### src/rtl/lt_pkg.sv
package lt_pkg;

    localparam int WORD_W    = 32;
    localparam int VALID_BIT = 25;
    localparam int RX_CODE_W = 5;
    localparam int TX_CODE_W = 6;
    localparam int CODE_W    = TX_CODE_W;
    localparam int ITER_W    = 6;

    localparam logic [CODE_W-1:0] RX_TOP = CODE_W'((1 << RX_CODE_W) - 1);
    localparam logic [CODE_W-1:0] TX_TOP = CODE_W'((1 << TX_CODE_W) - 1);

    localparam logic [ITER_W-1:0] RX_ITERS  = ITER_W'(31);
    localparam logic [ITER_W-1:0] TX_ITERS  = ITER_W'(63);
    localparam logic [ITER_W-1:0] SEC_ITERS = ITER_W'(31);

    typedef enum logic [2:0] {
        LS_FAIL = 3'd1,
        LS_SEC  = 3'd2,
        LS_INIT = 3'd3,
        LS_EXT  = 3'd4
    } lane_state_e;

    typedef enum logic [1:0] {
        PH_IDLE = 2'd0,
        PH_INIT = 2'd1,
        PH_EXT  = 2'd2,
        PH_SEC  = 2'd3
    } phase_e;

    typedef struct packed {
        logic              ok;
        logic [CODE_W-1:0] code;
    } status_t;

    // Split a raw status word into pass flag and mode-sized edge code.
    function automatic status_t decode(input logic [WORD_W-1:0] w, input logic tx);
        status_t s;
        s.ok   = w[VALID_BIT];
        s.code = w[CODE_W-1:0] & (tx ? TX_TOP : RX_TOP);
        return s;
    endfunction

    function automatic logic at_boundary(input logic [CODE_W-1:0] code, input logic tx);
        return tx ? (code == '0) : (code == RX_TOP);
    endfunction

    // Step the code one tap towards the failing side.
    function automatic logic [CODE_W-1:0] nudge(input logic [CODE_W-1:0] code, input logic tx);
        if (tx)
            return (code == '0) ? '0 : code - 1'b1;
        return code + 1'b1;
    endfunction

    function automatic logic [CODE_W-1:0] low_seed(input logic tx);
        return tx ? TX_TOP : RX_TOP;
    endfunction

endpackage

### src/rtl/lt_lane.sv
module lt_lane
    import lt_pkg::*;
#(
    parameter int BITS = 8
) (
    input  logic              clk,
    input  logic              rst,
    input  logic              init,
    input  logic              init_tx,
    input  logic              mode_tx,
    input  logic              active,
    input  phase_e            phase,
    input  logic              enter_ext,
    input  logic              enter_sec,
    input  logic              finish_sec,
    input  logic              word_en,
    input  status_t           word,
    output lane_state_e       state,
    output logic              locked,
    output logic [CODE_W-1:0] shift
);

    localparam int CNT_W = $clog2(BITS + 1);

    logic [CNT_W-1:0]  seen;
    logic [CNT_W-1:0]  passes;
    logic [CODE_W-1:0] lo;
    logic [CODE_W-1:0] hi;
    logic              sec_run;
    logic              halted;
    logic [CODE_W-1:0] adj;
    logic              take;
    logic              edge_bad;

    assign adj      = nudge(word.code, mode_tx);
    assign edge_bad = at_boundary(word.code, mode_tx);
    assign take     = word_en && (seen < CNT_W'(BITS));

    always_ff @(posedge clk) begin
        if (rst) begin
            state   <= LS_INIT;
            locked  <= 1'b1;
            lo      <= RX_TOP;
            hi      <= '0;
            seen    <= '0;
            passes  <= '0;
            sec_run <= 1'b0;
            halted  <= 1'b0;
        end else if (init) begin
            state   <= LS_INIT;
            locked  <= 1'b1;
            lo      <= low_seed(init_tx);
            hi      <= '0;
            seen    <= '0;
            passes  <= '0;
            sec_run <= 1'b0;
            halted  <= 1'b0;
        end else if (enter_ext) begin
            seen <= '0;
            if (state == LS_EXT) begin
                lo <= low_seed(mode_tx);
                hi <= '0;
            end
        end else if (enter_sec) begin
            seen    <= '0;
            passes  <= '0;
            halted  <= 1'b0;
            sec_run <= active && !locked;
            if (active && !locked) begin
                state <= LS_SEC;
                lo    <= low_seed(mode_tx);
                hi    <= '0;
            end
        end else begin
            if (finish_sec && sec_run)
                locked <= (passes == CNT_W'(BITS));
            if (take) begin
                seen <= seen + 1'b1;
                case (phase)
                    PH_INIT: begin
                        if (state == LS_INIT) begin
                            if (!word.ok) begin
                                state  <= LS_FAIL;
                                locked <= 1'b0;
                            end else if (edge_bad) begin
                                state  <= LS_EXT;
                                locked <= 1'b0;
                            end else begin
                                if (adj < lo) lo <= adj;
                                if (adj > hi) hi <= adj;
                            end
                        end
                    end
                    PH_EXT: begin
                        if (state == LS_EXT) begin
                            if (!word.ok || edge_bad) begin
                                state  <= LS_SEC;
                                locked <= 1'b0;
                            end else begin
                                locked <= 1'b1;
                                if (adj < lo) lo <= adj;
                                if (adj > hi) hi <= adj;
                            end
                        end
                    end
                    PH_SEC: begin
                        if (sec_run && !halted) begin
                            if (!word.ok) begin
                                state  <= LS_FAIL;
                                halted <= 1'b1;
                            end else begin
                                passes <= passes + 1'b1;
                                if (adj < lo) lo <= adj;
                                if (adj > hi) hi <= adj;
                            end
                        end
                    end
                    default: ;
                endcase
            end
        end
    end

    assign shift = mode_tx ? lo : hi;

endmodule

### src/rtl/lt_seq.sv
module lt_seq
    import lt_pkg::*;
#(
    parameter int N = 4
) (
    input  logic              clk,
    input  logic              rst,
    input  logic              start,
    input  logic              mode_in,
    input  logic [N-1:0]      act_in,
    input  logic              pass_end,
    input  logic              any_ext,
    input  logic              any_unlocked,
    output phase_e            phase,
    output logic              mode_q,
    output logic [N-1:0]      act_q,
    output logic              enter_ext,
    output logic              enter_sec,
    output logic              finish_sec,
    output logic              done,
    output logic              search_up,
    output logic [ITER_W-1:0] iter_count,
    output logic [ITER_W-1:0] search_first
);

    phase_e nxt;
    logic   advance;

    always_comb begin
        case (phase)
            PH_INIT: nxt = any_ext ? PH_EXT : (any_unlocked ? PH_SEC : PH_IDLE);
            PH_EXT:  nxt = any_unlocked ? PH_SEC : PH_IDLE;
            default: nxt = PH_IDLE;
        endcase
    end

    assign advance    = pass_end && !start && (phase != PH_IDLE);
    assign enter_ext  = advance && (nxt == PH_EXT);
    assign enter_sec  = advance && (nxt == PH_SEC);
    assign finish_sec = advance && (phase == PH_SEC);

    always_ff @(posedge clk) begin
        if (rst) begin
            phase  <= PH_IDLE;
            mode_q <= 1'b0;
            act_q  <= '0;
            done   <= 1'b0;
        end else if (start) begin
            phase  <= PH_INIT;
            mode_q <= mode_in;
            act_q  <= act_in;
            done   <= 1'b0;
        end else begin
            done <= advance && (nxt == PH_IDLE);
            if (advance)
                phase <= nxt;
        end
    end

    // Secondary pass sweeps against the initial direction.
    assign search_up    = (phase == PH_SEC) ? !mode_q : mode_q;
    assign iter_count   = (phase == PH_SEC) ? SEC_ITERS : (mode_q ? TX_ITERS : RX_ITERS);
    assign search_first = search_up ? '0 : iter_count;

endmodule

### src/rtl/lane_edge_tracker.sv
module lane_edge_tracker
    import lt_pkg::*;
#(
    parameter int NUM_LANES     = 4,
    parameter int BITS_PER_LANE = 8,
    localparam int LANE_W       = (NUM_LANES > 1) ? $clog2(NUM_LANES) : 1
) (
    input  logic                 clk,
    input  logic                 rst,
    input  logic                 start,
    input  logic                 mode_tx,
    input  logic [NUM_LANES-1:0] lane_active,
    input  logic                 word_valid,
    input  logic [LANE_W-1:0]    word_lane,
    input  logic [WORD_W-1:0]    word_data,
    input  logic                 pass_end,
    output logic [1:0]           pass_next,
    output logic                 search_up,
    output logic [ITER_W-1:0]    iter_count,
    output logic [ITER_W-1:0]    search_first,
    output logic                 need_secondary,
    output logic                 done,
    input  logic [LANE_W-1:0]    rd_lane,
    output logic [2:0]           rd_state,
    output logic [CODE_W-1:0]    rd_shift,
    output logic                 rd_lock
);

    phase_e               phase;
    logic                 mode_q;
    logic [NUM_LANES-1:0] act_q;
    logic                 enter_ext;
    logic                 enter_sec;
    logic                 finish_sec;
    logic                 any_ext;
    logic                 any_unlocked;
    status_t              word;

    lane_state_e          lane_st  [NUM_LANES];
    logic                 lane_lock[NUM_LANES];
    logic [CODE_W-1:0]    lane_sh  [NUM_LANES];
    logic [NUM_LANES-1:0] ext_vec;
    logic [NUM_LANES-1:0] unl_vec;

    assign word = decode(word_data, mode_q);

    lt_seq #(.N(NUM_LANES)) i_seq (
        .clk          (clk),
        .rst          (rst),
        .start        (start),
        .mode_in      (mode_tx),
        .act_in       (lane_active),
        .pass_end     (pass_end),
        .any_ext      (any_ext),
        .any_unlocked (any_unlocked),
        .phase        (phase),
        .mode_q       (mode_q),
        .act_q        (act_q),
        .enter_ext    (enter_ext),
        .enter_sec    (enter_sec),
        .finish_sec   (finish_sec),
        .done         (done),
        .search_up    (search_up),
        .iter_count   (iter_count),
        .search_first (search_first)
    );

    for (genvar g = 0; g < NUM_LANES; g++) begin : g_lane
        logic en;
        assign en = word_valid && !pass_end && !start && (phase != PH_IDLE)
                    && act_q[g] && (word_lane == LANE_W'(g));

        lt_lane #(.BITS(BITS_PER_LANE)) i_lane (
            .clk        (clk),
            .rst        (rst),
            .init       (start),
            .init_tx    (mode_tx),
            .mode_tx    (mode_q),
            .active     (act_q[g]),
            .phase      (phase),
            .enter_ext  (enter_ext),
            .enter_sec  (enter_sec),
            .finish_sec (finish_sec),
            .word_en    (en),
            .word       (word),
            .state      (lane_st[g]),
            .locked     (lane_lock[g]),
            .shift      (lane_sh[g])
        );

        assign ext_vec[g] = act_q[g] && (lane_st[g] == LS_EXT);
        assign unl_vec[g] = act_q[g] && !lane_lock[g];
    end

    assign any_ext        = |ext_vec;
    assign any_unlocked   = |unl_vec;
    assign need_secondary = any_unlocked;
    assign pass_next      = phase;

    assign rd_state = lane_st[rd_lane];
    assign rd_shift = lane_sh[rd_lane];
    assign rd_lock  = lane_lock[rd_lane];

endmodule

### config.mk
export PLATFORM = sky130hd
export DESIGN_NAME = lane_edge_tracker
export DESIGN_NICKNAME = d
export VERILOG_FILES = /design/src/rtl/lt_pkg.sv /design/src/rtl/lt_lane.sv /design/src/rtl/lt_seq.sv /design/src/rtl/lane_edge_tracker.sv
export SDC_FILE = /design/constraint.sdc
export NUM_CORES = 1
export LEC_CHECK = 0
export BUFFER_PORTS_ARGS = -buffer_cell sky130_fd_sc_hd__buf_2
export CAP_MARGIN = 20
export CORE_UTILIZATION = 30
export CTS_BUF_LIST = sky130_fd_sc_hd__clkbuf_16
export CTS_CLUSTER_DIAMETER = 100
export CTS_CLUSTER_SIZE = 10
export DETAILED_ROUTE_END_ITERATION = 8
export HOLD_SLACK_MARGIN = 0.03
export SETUP_SLACK_MARGIN = 0.02
export SLEW_MARGIN = 0
export SYNTH_ARGS = -nofsm -noshare
export SYNTH_HDL_FRONTEND = slang
export SYNTH_SLANG_ARGS = --single-unit
export TNS_END_PERCENT = 5
### constraint.sdc
create_clock -name clk -period 6.77 [get_ports clk]
set_input_delay 1.354 -clock clk [delete_from_list [all_inputs] [get_ports clk]]
set_output_delay 1.354 -clock clk [all_outputs]
set_load 0.005 [all_outputs]
; After elaboration in Yosys (flattened, before gate mapping)
; Cells that the tools add are included.
; Widths: inputs -> output; s select.
[word_totals]
register_bits = 112
latch_bits = 0
mem_bits_rw = 0
romBits = 0
out_inout_bits = 27
mem_count = 0
[classes]
addsub = 10
n_mul = 0
n_div = 0
n_lt_le_gt_ge = 13
n_eq_ne = 85
shift = 0
n_mux = 242
bitwise_logic = 4
n_reduce_logical = 102
[op_table]
columns = op, n
row1 = $mux 6, 121
row2 = $pmux 6 s3, 8
row3 = $mux 3, 30
row4 = $reduce_and 11->1, 8
row5 = $mux 4, 20
row6 = $ne 4x3->1 const B, 13
row7 = $ne 3x2->1 const B, 17
row8 = $mux 1, 49
row9 = $ne 5x4->1 const B, 8
row10 = $reduce_and 10->1, 4
row11 = $reduce_and 5->1, 8
row12 = $logic_and 1x1->1, 37
row13 = $pmux 3 s3, 4
row14 = $add 4x1->4 const B, 8
row15 = $ne 4x4->1 const B, 8
row16 = $gt 6x6->1, 4
row17 = $lt 6x6->1, 4
row18 = $reduce_bool 2->1, 12
row19 = $ne 5x5->1 const B, 4
row20 = $reduce_bool 4->1, 5
row21 = $ne 2x1->1 const B, 9
row22 = $eq 4x4->1 const B, 4
row23 = $lt 4x4->1 const B, 4
row24 = $ne 3x3->1 const B, 5
row25 = 27 further kinds, 62

; Longest topological paths before layout
; Gate-level depths: netlist of the first run.
[depth]
word_depth = 16
ltp_mapped = 13

; Cells and area by module
; Synthesis of the first run repeated with hierarchy kept, for this count alone.
[unflattened]
hier_cells = 1107
area_unflattened_um2 = 9001.1
[modules_own_cells]
columns = mod, n_inst, cells_per_inst, area_each_um2, seq_area_each_um2
row1 = lt_lane at g_lane[1].i_lane, 1, 266, 2079.5, 520.5
row2 = lt_lane at g_lane[2].i_lane, 1, 258, 2019.4, 520.5
row3 = lt_lane at g_lane[3].i_lane, 1, 252, 2008.2, 520.5
row4 = lt_lane at g_lane[0].i_lane, 1, 241, 1970.6, 520.5
row5 = lt_seq, 1, 58, 534.3, 160.2
row6 = lane_edge_tracker, 1, 32, 389.1, 0.0

; Least setup slack after synthesis of the first run
; Ideal clock, no wire load.
[synth_path]
kind = input to register
start = in word_data[3]
end = reg g_lane[1].i_lane.hi[4]
t_arrival_ns = 4.389
required_time_ns = 6.642
slack_ns = 2.253
stages = 12
n_path_buf = 1
path_cell_list = clkbuf_1 > nor3b_1 > a32oi_1 > xor2_1 > a21oi_1 > ha_1 > nand4_1 > o221a_4 > a31oi_2 > a2111oi_4 > mux2i_1 > nor2_1
[synth_between]
elab_chain_len = 14
[synth_rtl]
columns = element, line
row1 = start: declaration, lane_edge_tracker.sv:15  ; input logic [WORD_W-1:0] word_data,
row2 = $and 6x6->6 (*), lt_pkg.sv:40  ; s.code = w[CODE_W-1:0] & (tx ? TX_TOP : RX_TOP);
row3 = $sub 6x1->6 or $logic_not 6->1 (tied branches), "lt_pkg.sv:51, lt_pkg.sv:45"
row4 = $mux 6, lt_pkg.sv:51  ; return (code == '0) ? '0 : code - 1'b1;
row5 = $mux 6, lt_pkg.sv:50  ; if (tx)
row6 = $mux 6, lt_pkg.sv:52  ; return code + 1'b1;
row7 = $gt 6x6->1, "lt_lane.sv:90, lt_lane.sv:102, lt_lane.sv:114"
row8 = $mux 6, "lt_lane.sv:90, lt_lane.sv:102, lt_lane.sv:114"
row9 = $mux 6, lt_lane.sv:85  ; end else if (edge_bad) begin
row10 = $mux 6, lt_lane.sv:82  ; if (!word.ok) begin
row11 = $mux 6, lt_lane.sv:81  ; if (state == LS_INIT) begin
row12 = $pmux 6 s3, lt_lane.sv:79  ; case (phase)
row13 = $mux 6, lt_lane.sv:77  ; if (take) begin
row14 = $mux 6, lt_lane.sv:64  ; end else if (enter_sec) begin
row15 = $mux 6, lt_lane.sv:58  ; end else if (enter_ext) begin
row16 = end signal: assignment, lt_lane.sv:90  ; if (adj > hi) hi <= adj;
row17 = end signal: assignment, lt_lane.sv:102  ; if (adj > hi) hi <= adj;
row18 = end signal: assignment, lt_lane.sv:114  ; if (adj > hi) hi <= adj;
row19 = end: declaration, lt_lane.sv:28  ; logic [CODE_W-1:0] hi;
; Mark *: on every way between the ends. The rest lies on a longest branch, timed or not. The select of a mux whose other input is x is not followed.
; A chain may end at the register's enable or synchronous reset.

; Final worst setup path of the first run
[layout_path]
start = in word_data[2]
end = reg g_lane[1].i_lane.hi[4]
; The elaborated chain is that of the path after synthesis.

==> results of run 1 <==
-- sequential cells by signal (all words and copies together), names as in the netlist, 4 cells and up --
name and flops:
i_seq.act_q 4, g_lane.i_lane.seen 16, g_lane.i_lane.locked 4, g_lane.i_lane.sec_run 4
g_lane.i_lane.passes 16, g_lane.i_lane.lo 24, g_lane.i_lane.hi 24, g_lane.i_lane.state 12
g_lane.i_lane.halted 4
-- final cells by class --
type	count	area, um2
fillers	2574	16000
well taps	324	405
multi-input cells	639	4690
flip-flops and latches	112	2240
inverters	69	259
clock buffers	9	225
repair buffers	52	285
clock inverters	7	119
-- through the flow --
| step | area, um2 | hold WS [ps] | cells | utilization | worst slack, ps |
|---|---|---|---|---|---|
| global route | 8220 | 509 | 1212 | 0.339 | 1670 |
| finish | 8220 | 487 | 1212 | 0.339 | 1980 |
| floorplan | 7410 | 441 | 865 | - | 2250 |
| CTS | 8220 | 492 | 1212 | 0.339 | 2030 |
| global placement | 7880 | 464 | 1196 | 0.325 | 1690 |
| detailed placement | 7880 | 469 | 1196 | 0.325 | 1660 |
-- path summary, 6_finish.rpt --
path | start | to | depth (start not counted)
max reg2reg | i_seq.mode_q | g_lane[1].i_lane.hi[4] | 11
min | g_lane[0].i_lane.seen[1] | g_lane[0].i_lane.seen[1] | 2
min reg2reg | g_lane[0].i_lane.seen[1] | g_lane[0].i_lane.seen[1] | 2
max | word_data[2] | g_lane[1].i_lane.hi[4] | 12
-- worst min-delay path, stage by stage, from the launching register on --
cell	delay, ps
sky130_fd_sc_hd__dfxtp_1	330
sky130_fd_sc_hd__nand2_1	60
sky130_fd_sc_hd__a21oi_1	60
-- metal layers --
metal / global-route usage / part of all wire / up-vias
li1: - / - / 3094
met1: 0.225 / 0.47 / 2955
met2: 0.270 / 0.45 / 194
met3: 0.0274 / 0.045 / 47
met4: 0.0664 / 0.032 / 0
met5: 0 / 0 / -
-- logic make-up after synthesis --
family          after synthesis  share of synthesized area
mux                          84                      0.142
fa+ha+maj                    64                      0.108
buf+inv                     114                     0.0646
flops                       112                      0.303
other cells                   1                   0.000507
xor+xnor                     19                     0.0225
simple gates                304                      0.202
compound gates              163                      0.156
-- power by group through the flow --
stage	clock (mW)	combinational [mW]	sequential, mW
6_report	0.623	0.193	0.676
5_1_grt	0.658	0.214	0.677
4_1_cts	0.636	0.191	0.676
3_5_place_dp	0	0.190	0.691
3_3_place_gp	0	0.188	0.691
2_1_floorplan	0	0.135	0.688
-- synthesized netlist by cell type, types with 6 or more instances --
library cell and instances:
sky130_fd_sc_hd__mux2_2 10, sky130_fd_sc_hd__and3_1 7, sky130_fd_sc_hd__mux4_2 16, sky130_fd_sc_hd__ha_1 64
sky130_fd_sc_hd__xor2_1 14, sky130_fd_sc_hd__a31oi_1 6, sky130_fd_sc_hd__a211oi_1 7, sky130_fd_sc_hd__mux2i_1 58
sky130_fd_sc_hd__dfxtp_1 112, sky130_fd_sc_hd__nor2b_1 8, sky130_fd_sc_hd__a21o_1 6, sky130_fd_sc_hd__nand4_1 13
sky130_fd_sc_hd__inv_1 69, sky130_fd_sc_hd__o21a_1 6, sky130_fd_sc_hd__buf_4 9, sky130_fd_sc_hd__clkbuf_1 30
sky130_fd_sc_hd__o21ai_0 34, sky130_fd_sc_hd__a41oi_1 8, sky130_fd_sc_hd__nand3_1 32, sky130_fd_sc_hd__nor2_1 118
sky130_fd_sc_hd__and2_1 8, sky130_fd_sc_hd__a21oi_1 40, sky130_fd_sc_hd__o31ai_1 9, sky130_fd_sc_hd__nand2_1 69
sky130_fd_sc_hd__nand2b_1 13, sky130_fd_sc_hd__a22o_1 6
==> results.md, run 1 <==
- At the end of routability-driven placement, the weighted congestion stood at 0.914.
- Detailed placement finished with a half-perimeter wire length of 15.8 mm.
- The maximum number of pins on one net before global-route repair is 36.
- The floorplan step defined a die boundary enclosing 0.0253 mm2.
- The root cell of the clock tree is sky130_fd_sc_hd__clkbuf_16.
- The number of sinks driven by the clock tree is 112.
- The final-layout setup total negative slack is 0 ps.
- The number of placement rows is 57.
- The worst setup path is captured at a register.
- The number of global-route vias before repair is 6016.
- The worst vdd rail ir drop is 0.123 mV.
- The post-cts gate resize count is 0.
- For this run the aggregate overflow at the end of global routing stands at 0.
- The number of buffer and inverter instances along the worst setup path is 1.
- For the worst setup path, the data required time is 7000 ps.
- The worst-path cell with the longest stage delay is sky130_fd_sc_hd__nor3b_1.
- The number of different library cells used by synthesis comes to 74.
- Setup repair after global routing left no endpoint under its margin.
- The setup-violating endpoint count in the final report is 0.
- During placement, the flow inserted port buffers numbering 42.
- The cell that appears most often on the critical path is sky130_fd_sc_hd__nand2_1.
- The completed layout was analyzed and its total power is 1.49 mW.
- The run finished with clean final reports.
- For this run, the leading register cell type out of synthesis is sky130_fd_sc_hd__dfxtp_1.
- For this design the static power due to leakage is 3.40 nW.
- TritonCTS built the clock tree.
- The clock latency at the later pin of the worst-skew pair is 370 ps.
- The share of the yosys chip area belonging to registers is 0.303.
- The power density over cell area is 181 mW/mm2.
- The starting utilization of the core area is 0.305.
- Summed over all layers, the routed wires come to 21.0 mm.
- The CTS clock-pin slew for the worst setup and hold paths is 70 ps.
- The chip width is 159 um.
- The share of layout cells above drive strength 1 is 0.127.
- Yosys printed 0 warnings.
- For this run, the top clock speed supported by timing is 209 MHz.
- The share of synthesized registers carrying an async set or reset is 0.
- The arrival time at the worst endpoint is 5020 ps.
- Of the post-synthesis cell area, the dominant cell type holds 0.303.
- In the routed design, unresolved DRC markers number 0.
- The final clock skew is 10.9 ps.
- The count of flip-flops with a built-in enable after synthesis is 0.
- After synthesis the netlist holds a flip-flop and latch count of 112.
- The number of post-CTS setup repair buffers is 0.
- The largest total area in the synthesized netlist belongs to sky130_fd_sc_hd__dfxtp_1.
- The shortest clock period the worst path allows after layout is 4790 ps.
- For this run, the total global-route usage over all layers was measured as 0.168.
- The family with the most delay on the worst path is compound AO/OA/AOI/OAI gates.
- Of the total power, the share spent switching nets is 0.259.
- The signal on the critical path passes through buf_2, nor3b_1, nand2_1, o221ai_1, a32o_1, ha_1, nand2_1, o221a_4, a31oi_2, a2111oi_4, mux2i_1, nor2_1.
- The first global-routing pass estimated 33.5 mm of wire.
- The number of antenna diodes in the final layout is 0.
- The cts-stage hold buffer count is 0.
- The share of total power dissipated in sequential elements is 0.453.
- The most frequent standard cell in the layout excluding fill and tap cells is sky130_fd_sc_hd__nor2_1.
- The I/O pin count is 73.
- The post-synthesis cell area is 0.00739 mm2.
- Counting every instance in the synthesized netlist gives 861.
- The maximum clock insertion buffer count is 2.
- The number of DRC markers in iteration 0 is 568.
- The share of total power dissipated in combinational logic is 0.129.
- The number of hold violations in the final report is 0.
- The deepest level of the CTS H-tree is 3.
- The area growth from synthesis to layout is 11.2%.
- Sorting the synthesized cells by area gives the leading types as sky130_fd_sc_hd__dfxtp_1, sky130_fd_sc_hd__ha_1, sky130_fd_sc_hd__mux2i_1.
- The largest fanout of any net on the critical path is 11.
- The number of pins with negative max-slew slack in the final report is 0.
- For this run, the detailed router's first-pass iteration total came to 5.
- The flop-to-flop setup slack is 2790 ps.
- Across all layers, the routed design uses 6290 vias.
- The number of antenna violations at the first check in global routing is 0.
- The type of the worst min-delay path is reg2reg.
- The delay contributed by the slowest stage of the critical path is 770 ps.
- The worst setup path is launched from an input pin.
- For this run, the post-layout net count is 993.
- The critical path is of the in2reg type.
- In the layout the commonest cells are sky130_fd_sc_hd__nor2_1, sky130_fd_sc_hd__dfxtp_1, sky130_fd_sc_hd__inv_1, sky130_fd_sc_hd__nand2_1, sky130_fd_sc_hd__ha_1.
- In this run the power spent charging and discharging nets is 0.386 mW.
- In the final routed layout, each cell accounts on average for 17.3 um.
- Cell internal power was estimated by the tool at 1.11 mW.
- Measured against its own limit, the worst slew margin works out to 0.268.
- The slew at the pin with the worst max-slew slack is 1100 ps.
- The CTS buffer count is 9.
- The post-route antenna net violation count is 0.
- In this run the vertical extent of the chip is 159 um.
- The core area is 0.0242 mm2.
- The part of the total power dissipated in the clock network is 0.418.
- Across the run, the number of max-cap violations was 0.
- The final critical-path share of the clock period is 0.708.
- The vias per cell is 5.19.
- The per-instance average area after synthesis is 8.59 um2.
Note: power is estimated with default switching activity, not from simulation.
==> inputs of run 2 (changes only) <==
--- a/config.mk
+++ b/config.mk
@@ -5,6 +5,7 @@
 export SDC_FILE = /design/constraint.sdc
 export NUM_CORES = 1
 export LEC_CHECK = 0
+export ABC_AREA = 1
 export BUFFER_PORTS_ARGS = -buffer_cell sky130_fd_sc_hd__buf_2
 export CAP_MARGIN = 20
 export CORE_UTILIZATION = 30
==> constraint.sdc (replaced) <==
create_clock -name clk -period 4.4 [get_ports clk]
set_input_delay 0.88 -clock clk [delete_from_list [all_inputs] [get_ports clk]]
set_output_delay 0.88 -clock clk [all_outputs]
set_load 0.005 [all_outputs]
==> results.md, run 2 <==
- The flow ran to the end, and the final reports show no timing, DRC or antenna violations.
- Ranked by instance count, the synthesized netlist is headed by sky130_fd_sc_hd__nand2_1, sky130_fd_sc_hd__inv_1, sky130_fd_sc_hd__nor2_1, sky130_fd_sc_hd__dfxtp_1, sky130_fd_sc_hd__a21oi_1.
- The worst hold-check slack is 464 ps.
- Leaving out fill and tap cells, the most frequent cell in the layout is sky130_fd_sc_hd__nand2_1.
- The cell count of the worst reg-to-reg path is 18.
- The unique cell type count in the Yosys netlist is 51.
- Setup repair after global routing left no endpoint under its margin.
- Adding up every negative setup slack in the final design gives 0 ps.
- For this block, the initial DRC count from the detailed router was 653.
- In this run the register-to-register setup slack is 1050 ps.
- The final cell area excluding filler cells is 0.00864 mm2.
- Compared with the post-synthesis result, the final layout area differs by 9.38%.
- The critical path is of the in2reg type.
- The required time at the worst-slack endpoint is 4700 ps.
- The number of sinks driven by the clock tree is 112.
- The number of non-filler instances in the completed layout is 1565.
- STA classifies the critical path startpoint as an input pin.
- The depth of the worst hold-timing path is 2.
- The overall routing resource usage is 0.183.
- sky130_fd_sc_hd__nand2_1 is the most common cell in the netlist.
- After detailed routing, the total wire length is 24.2 mm.
- Of the total power, registers draw 0.472.
- The count of nets left with antenna violations once routing finished came out at 0.
- The share of synthesized area in the top cell type comes to 0.284.
- Leaving out fill and tap cells, the most frequent cells in the layout are sky130_fd_sc_hd__nand2_1, sky130_fd_sc_hd__inv_1, sky130_fd_sc_hd__nor2_1, sky130_fd_sc_hd__dfxtp_1, sky130_fd_sc_hd__a21oi_1.
- The synthesized instance count is 1198.
- The worst slack at placement is 390 ps.
- The biggest area contributor in the post-synthesis netlist is sky130_fd_sc_hd__dfxtp_1.
- The post-synthesis cell area is 0.00790 mm2.
- The total placed instance area is 0.00838 mm2.
- The arrival time at the worst endpoint is 3990 ps.
- The number of antenna diodes in the final layout is 0.
- TritonCTS built the clock tree.
- The type of the worst min-delay path is reg2reg.
- Power comes to 2.24 mW.
- The worst vdd rail ir drop is 0.162 mV.
- The most frequently used flop master after synthesis is sky130_fd_sc_hd__dfxtp_1.
- The largest fanout of any net on the critical path is 6.
- The post-cts gate resize count is 0.
- The share of layout cells above drive strength 1 is 0.116.
- The via count of the routed design is 7791.
- The setup-violating endpoint count in the final report is 0.
- The final routed DRC violation total is 0.
- The share of synthesized registers carrying an async set or reset is 0.
- The reg-to-reg critical path endpoint is g_lane[2].i_lane.hi[0].
- For this run the aggregate overflow at the end of global routing stands at 0.
- The number of global-route vias before repair is 7170.
- The iteration count of the initial detailed-routing pass is 5.
- The routed wire length per instance is 15.4 um.
- The switching power is 0.686 mW.
- Based on the critical path, the design can be clocked at up to 271 MHz.
- The worst max-slew margin expressed relative to the limit is 0.399.
- The floorplan has 59 rows.
- Using the TritonRoute via totals, the vias-per-cell ratio works out to 4.98.
- The chip width is 164 um.
- For the worst-skew pair, the clock arrives at the later sink with an insertion delay of 360 ps.
- The height of the die is 164 um.
- The per-instance average area after synthesis is 6.59 um2.
- For this design the top-level I/O count stands at 73.
- The root cell of the clock tree is sky130_fd_sc_hd__clkbuf_16.
- The net count of the finished layout is 1336.
- Counting the buffers created by CTS gives 9.
- In this run the number of H-tree levels came out at 3.
- The placed wire-length estimate after detailed placement is 18.6 mm.
- For this run, the share of the core covered by cells in the final layout is 0.333.
- The number of hold buffers added after CTS was 0.
- The final weighted congestion in routability-driven placement is 0.925.
- The type of element capturing the critical path is a register.
- The share of total power dissipated in the clock network is 0.345.
- The number of hold violations in the final report is 0.
- The number of pins with negative max-slew slack in the final report is 0.
- After clock tree synthesis, the setup repair step added 0 buffers.
- For this run, the register share of the synthesized area comes to 0.284.
- The area enclosed by the die boundary is 0.0270 mm2.
- The share of total power consumed by net switching is 0.307.
- Power spread over the standard cell area amounts to 259 mW/mm2.
- Summed over all cells, the static leakage comes to 4.05 nW.
- The largest registers in the layout are g_lane.i_lane.hi (24), g_lane.i_lane.lo (24).
- The maximum number of pins on one net before global-route repair is 44.
- The number of antenna violations at the first check in global routing came to 0.
- The end point of the most critical hold path is g_lane[3].i_lane.hi[3].
- The first global-routing pass estimated 37.7 mm of wire.
- The placed instance count is 1550.
- Dividing the final minimum period by the clock period gives 0.838.
- Max-cap violations in this run came to 0.
- Clock-pin slew was measured on the worst setup and hold paths at 70 ps.
- The clock period could shrink to 3690 ps.
- The internal power of the cells is 1.55 mW.
- The total of warnings raised by yosys is 0.
- The count of buffers added on input and output ports is 42.
- The fraction of power consumed by combinational cells is 0.183.
- The worst path setup slack after routing is 713 ps.
- The count of flip-flops with a built-in enable after synthesis is 0.
- By area the synthesized netlist is led by sky130_fd_sc_hd__dfxtp_1, sky130_fd_sc_hd__nand2_1, sky130_fd_sc_hd__ha_1.
- The maximum clock insertion buffer count is 2.
- The flip-flop and latch count after synthesis is 112.
- The launching element of the worst setup path is word_data[0].
- In this run the critical register-to-register path is launched from i_seq.mode_q.
- The core area is 0.0259 mm2.
- The slew at the pin with the worst max-slew slack is 893 ps.
- The final clock skew is 6.69 ps.
- The startpoint of the lowest-slack hold path is g_lane[3].i_lane.hi[3].
- The starting utilization of the core area is 0.305.
-- run 2: cell types whose count changed in the layout (fill, tap and decap cells not counted), sizes merged, moves of 13 or more --
cell	delta
nand3	+65
o21ai	+34
inv	+96
nand2b	-13
mux2i	-58
a21oi	+51
nand2	+240
mux4	-16
nor2	+34
-- run 2: routing by layer --
| metal | vias up | global-route usage | wire (um) |
|---|---|---|---|
| li1 | 3946 | - | - |
| met1 | 3571 | 0.233 | 11000 |
| met2 | 232 | 0.304 | 11000 |
| met3 | 42 | 0.0318 | 1320 |
| met4 | 0 | 0.0703 | 748 |
| met5 | - | 0 | 0 |
-- run 2: cell families after synthesis --
group | synth area share
flops | 0.284
buf+inv | 0.110
simple gates | 0.345
fa+ha+maj | 0.101
xor+xnor | 0.00887
compound gates | 0.150
other cells | 0.000475
-- run 2: worst max path at each step --
stage	end	slack, ps	depth (start not counted)
4_1_cts	g_lane[2].i_lane.hi[0]	760	21
3_5_place_dp	g_lane[1].i_lane.hi[3]	390	22
6_report	g_lane[2].i_lane.hi[0]	710	21
2_1_floorplan	g_lane[3].i_lane.hi[2]	1110	21
3_3_place_gp	g_lane[2].i_lane.hi[0]	440	21
5_1_grt	g_lane[1].i_lane.hi[4]	460	22
-- run 2: power by group through the flow --
stage,sequential (mW),combinational (mW),clock (mW)
3_5_place_dp,1.08,0.406,0
6_report,1.06,0.410,0.771
2_1_floorplan,1.07,0.283,0
4_1_cts,1.05,0.407,0.790
3_3_place_gp,1.08,0.398,0
5_1_grt,1.06,0.463,0.830
-- run 2: final cells by class --
class,count,area (um2)
well taps,335,419
fillers,2823,17300
clock inverters,6,37.5
clock buffers,9,225
inverters,169,636
repair buffers,51,278
multi-input cells,883,4800
flip-flops and latches,112,2240
-- run 2: critical path: stages --
cell,delay (ps)
sky130_fd_sc_hd__buf_2,100
sky130_fd_sc_hd__inv_1,110
sky130_fd_sc_hd__ha_1,220
sky130_fd_sc_hd__inv_1,50
sky130_fd_sc_hd__nor2_1,50
sky130_fd_sc_hd__nand4_2,140
sky130_fd_sc_hd__nand3_1,90
sky130_fd_sc_hd__a21oi_1,640
sky130_fd_sc_hd__buf_4,290
sky130_fd_sc_hd__ha_1,130
sky130_fd_sc_hd__nand2_1,60
sky130_fd_sc_hd__nor2_1,140
sky130_fd_sc_hd__o21ai_0,100
sky130_fd_sc_hd__o211a_1,130
sky130_fd_sc_hd__nor2_1,80
sky130_fd_sc_hd__a21oi_1,90
sky130_fd_sc_hd__nor2_2,210
sky130_fd_sc_hd__nand3_2,190
sky130_fd_sc_hd__inv_2,130
sky130_fd_sc_hd__nor2_1,50
sky130_fd_sc_hd__nor2_1,90
==> inputs of run 3 (changes only) <==
--- a/config.mk
+++ b/config.mk
@@ -5,7 +5,7 @@
 export SDC_FILE = /design/constraint.sdc
 export NUM_CORES = 1
 export LEC_CHECK = 0
-export ABC_AREA = 1
+export ABC_AREA = 0
 export BUFFER_PORTS_ARGS = -buffer_cell sky130_fd_sc_hd__buf_2
 export CAP_MARGIN = 20
 export CORE_UTILIZATION = 30
==> constraint.sdc (replaced) <==
create_clock -name clk -period 3 [get_ports clk]
set_input_delay 0.6 -clock clk [delete_from_list [all_inputs] [get_ports clk]]
set_output_delay 0.6 -clock clk [all_outputs]
set_load 0.005 [all_outputs]
==> results.md, run 3 (same netlist as run 1, synthesis figures left out) <==
- The worst vdd rail ir drop is 0.302 mV.
- In the detailed route, the total length drawn on met3 is 1.20 mm.
- The floorplan step set the die height to 159 um.
- The final routed DRC violation total is 0.
- The setup-violating endpoint count in the final report is 2.
- The switching power is 0.944 mW.
- The end point of the most critical hold path is g_lane[1].i_lane.hi[5].
- The number of hold violations in the final report is 0.
- The number of antenna violations at the first check in global routing came to 0.
- The first global-routing pass estimated 35.9 mm of wire.
- The share of total power dissipated in the clock network is 0.376.
- The root cell of the clock tree is sky130_fd_sc_hd__clkbuf_16.
- After layout, the minimum clock period comes to 3030 ps.
- The worst setup path is of the in2reg kind.
- For this design the ratio of total power to cell area is 364 mW/mm2.
- During I/O placement, the number of pins put on the boundary was 73.
- After clock tree synthesis, the clock-pin slew on the worst setup and hold paths is 80 ps.
- The number of global-route vias before repair came to 6515.
- The number of pins with negative max-slew slack in the final report was 0.
- The flow ran to the end, but the final reports show violations.
- The detailed router used layers up to and including met4.
- The count of input and output buffers is 42.
- Summing internal, switching and leakage power gives 3.38 mW.
- The final layout contains 1094 nets.
- The proportion of power drawn by flip-flops and latches is 0.452.
- In the final layout, the share of cells above drive strength 1 is 0.251.
- In the finished design, the share of the clock period the worst path needs comes to 1.01.
- In this run the critical register-to-register path is captured at g_lane[0].i_lane.hi[4].
- The flop-to-flop setup slack is 40 ps.
- The type of the worst min-delay path is reg2reg.
- The core area is 0.0242 mm2.
- The cell count of the worst reg-to-reg path is 16.
- The placed instance count is 1276.
- In this run the worst path has a maximum fanout of 7.
- The tool flagged a number of max-cap violations equal to 0.
- Along the worst hold path, the cell count comes to 2.
- The detailed router finished its first iteration with 542 violations.
- STA classifies the critical path endpoint as a register.
- Of the total power, the share spent switching nets is 0.279.
- The slew at the pin with the worst max-slew slack is 713 ps.
- The length of routed met2 wiring is 10.6 mm.
- The post-route antenna net violation count is 0.
- The longest clock path from root to sink contains 2 buffers.
- The final clock skew is 8.81 ps.
- Once routing completed, OpenROAD measured the worst setup slack at -33.6 ps.
- The maximum number of pins on one net before global-route repair is 28.
- The final weighted congestion in routability-driven placement is 1.01.
- The iteration count of the initial detailed-routing pass is 7.
- The routed wire length per instance is 17.3 um.
- The count of cells in the finished layout, fillers not included, comes to 1313.
- Of the total power, combinational logic draws 0.172.
- Once detailed placement completed, the half-perimeter wirelength came to 17.6 mm.
- The cts-stage hold buffer count is 0.
- For the worst-skew pair, the clock arrives at the later sink with an insertion delay of 360 ps.
- After filler insertion, the fill cell instance count of the layout stands at 2492.
- The type of element launching the critical path is an input pin.
- The area enclosed by the die boundary is 0.0253 mm2.
- The checks that failed: negative setup slack.
- The via count of the routed design is 6887.
- STA puts the critical path data required time at 3230 ps.
- For this block, wires on met1 add up to 10.1 mm.
- The largest registers in the layout are g_lane.i_lane.hi (24), g_lane.i_lane.lo (24).
- The CTS tree is built.
- The worst max-slew margin expressed relative to the limit is 0.520.
- The final wirelength is 22.7 mm.
- Clock tree synthesis found a total of 112 sinks.
- The overflow left after global routing is 0.
- Leaving out fill and tap cells, the most frequent cells in the layout are sky130_fd_sc_hd__nor2_1, sky130_fd_sc_hd__dfxtp_1, sky130_fd_sc_hd__buf_4, sky130_fd_sc_hd__nand2_1, sky130_fd_sc_hd__inv_1.
- The number of placement rows is 57.
- The worst hold-check slack is 483 ps.
- The static leakage is 3.98 nW.
- Counting the buffers created by CTS gives 9.
- The most frequent standard cell in the layout excluding fill and tap cells is sky130_fd_sc_hd__nor2_1.
- Setup repair after global routing could not meet its margin everywhere.
- The area growth from synthesis to layout is 25.8%.
- The overall routing resource usage is 0.180.
- The total inserted antenna cells is 0.
- The maximum clock frequency is 330 MHz.
- The internal power of the cells is 2.44 mW.
- The startpoint of the lowest-slack hold path is g_lane[1].i_lane.hi[5].
- The start of the worst register-to-register path is i_seq.mode_q.
- The deepest level of the CTS H-tree is 3.
- From left edge to right edge, the die measures 159 um.
- Using the TritonRoute via totals, the vias-per-cell ratio works out to 5.25.
- The starting utilization of the core area is 0.305.
- The arrival time at the worst endpoint is 3260 ps.
run 3: repair_timing:
| item | CTS | global route |
|---|---|---|
| setup buffers | 16 | 6 |
| pin swaps | 13 | 18 |
| resized for setup | 16 | 31 |
| setup endpoints to repair | 43 | 47 |
run 3: cell type report:
cell class	count	area, um2	share of cell area
Timing Repair Buffer	153	1150	0.124
Tap cell	324	405	0.0436
Sequential cell	112	2240	0.241
Clock buffer	9	225	0.0242
Multi-Input combinational cell	639	4930	0.530
Inverter	69	267	0.0286
Clock inverter	7	82.6	0.00888
run 3: worst max-delay path: stages:
cell and delay, ps:
sky130_fd_sc_hd__buf_8 110, sky130_fd_sc_hd__inv_6 50, sky130_fd_sc_hd__ha_4 120, sky130_fd_sc_hd__nor3b_4 220, sky130_fd_sc_hd__o221ai_1 130, sky130_fd_sc_hd__a32o_2 270
sky130_fd_sc_hd__buf_12 150, sky130_fd_sc_hd__buf_12 120, sky130_fd_sc_hd__ha_4 260, sky130_fd_sc_hd__a21o_1 120, sky130_fd_sc_hd__a21oi_2 60, sky130_fd_sc_hd__o221ai_2 160
sky130_fd_sc_hd__nand4bb_1 190, sky130_fd_sc_hd__a221oi_4 300, sky130_fd_sc_hd__buf_12 160, sky130_fd_sc_hd__mux2i_1 170, sky130_fd_sc_hd__nor2_1 50
run 3: stage by stage:
| stage | utilization | worst slack [ps] | instance area [um2] | setup TNS (ps) |
|---|---|---|---|---|
| finish | 0.384 | -33.6 | 9300 | -36.6 |
| global route | 0.384 | -117 | 9300 | -1650 |
| CTS | 0.376 | -45.9 | 9110 | -67.8 |
| detailed placement | 0.355 | -581 | 8600 | -21440 |
| global placement | 0.355 | -549 | 8600 | -19810 |
| floorplan | - | -191 | 7510 | -4720 |
run 3: worst max path at each step:
stage,slack (ps),end,start,depth (start not counted)
3_3_place_gp,-550,g_lane[1].i_lane.hi[4],word_data[0],13
6_report,-30,g_lane[0].i_lane.hi[4],word_data[0],17
3_5_place_dp,-580,g_lane[1].i_lane.hi[4],word_data[0],13
5_1_grt,-120,g_lane[0].i_lane.hi[1],word_data[0],18
4_1_cts,-50,g_lane[0].i_lane.hi[4],word_data[0],16
2_1_floorplan,-190,g_lane[3].i_lane.lo[2],word_data[3],13
run 3: routing by layer:
layer / GRT usage / up-vias
met5: 0 / -
met2: 0.298 / 239
met4: 0.0782 / 0
li1: - / 3307
met1: 0.232 / 3288
met3: 0.0281 / 53
run 3: power groups by stage:
| stage | sequential (mW) | combinational (mW) | clock, mW |
|---|---|---|---|
| finish | 1.53 | 0.583 | 1.27 |
| global route | 1.53 | 0.635 | 1.35 |
| CTS | 1.53 | 0.540 | 1.30 |
| detailed placement | 1.56 | 0.509 | 0 |
| global placement | 1.56 | 0.503 | 0 |
| floorplan | 1.55 | 0.315 | 0 |
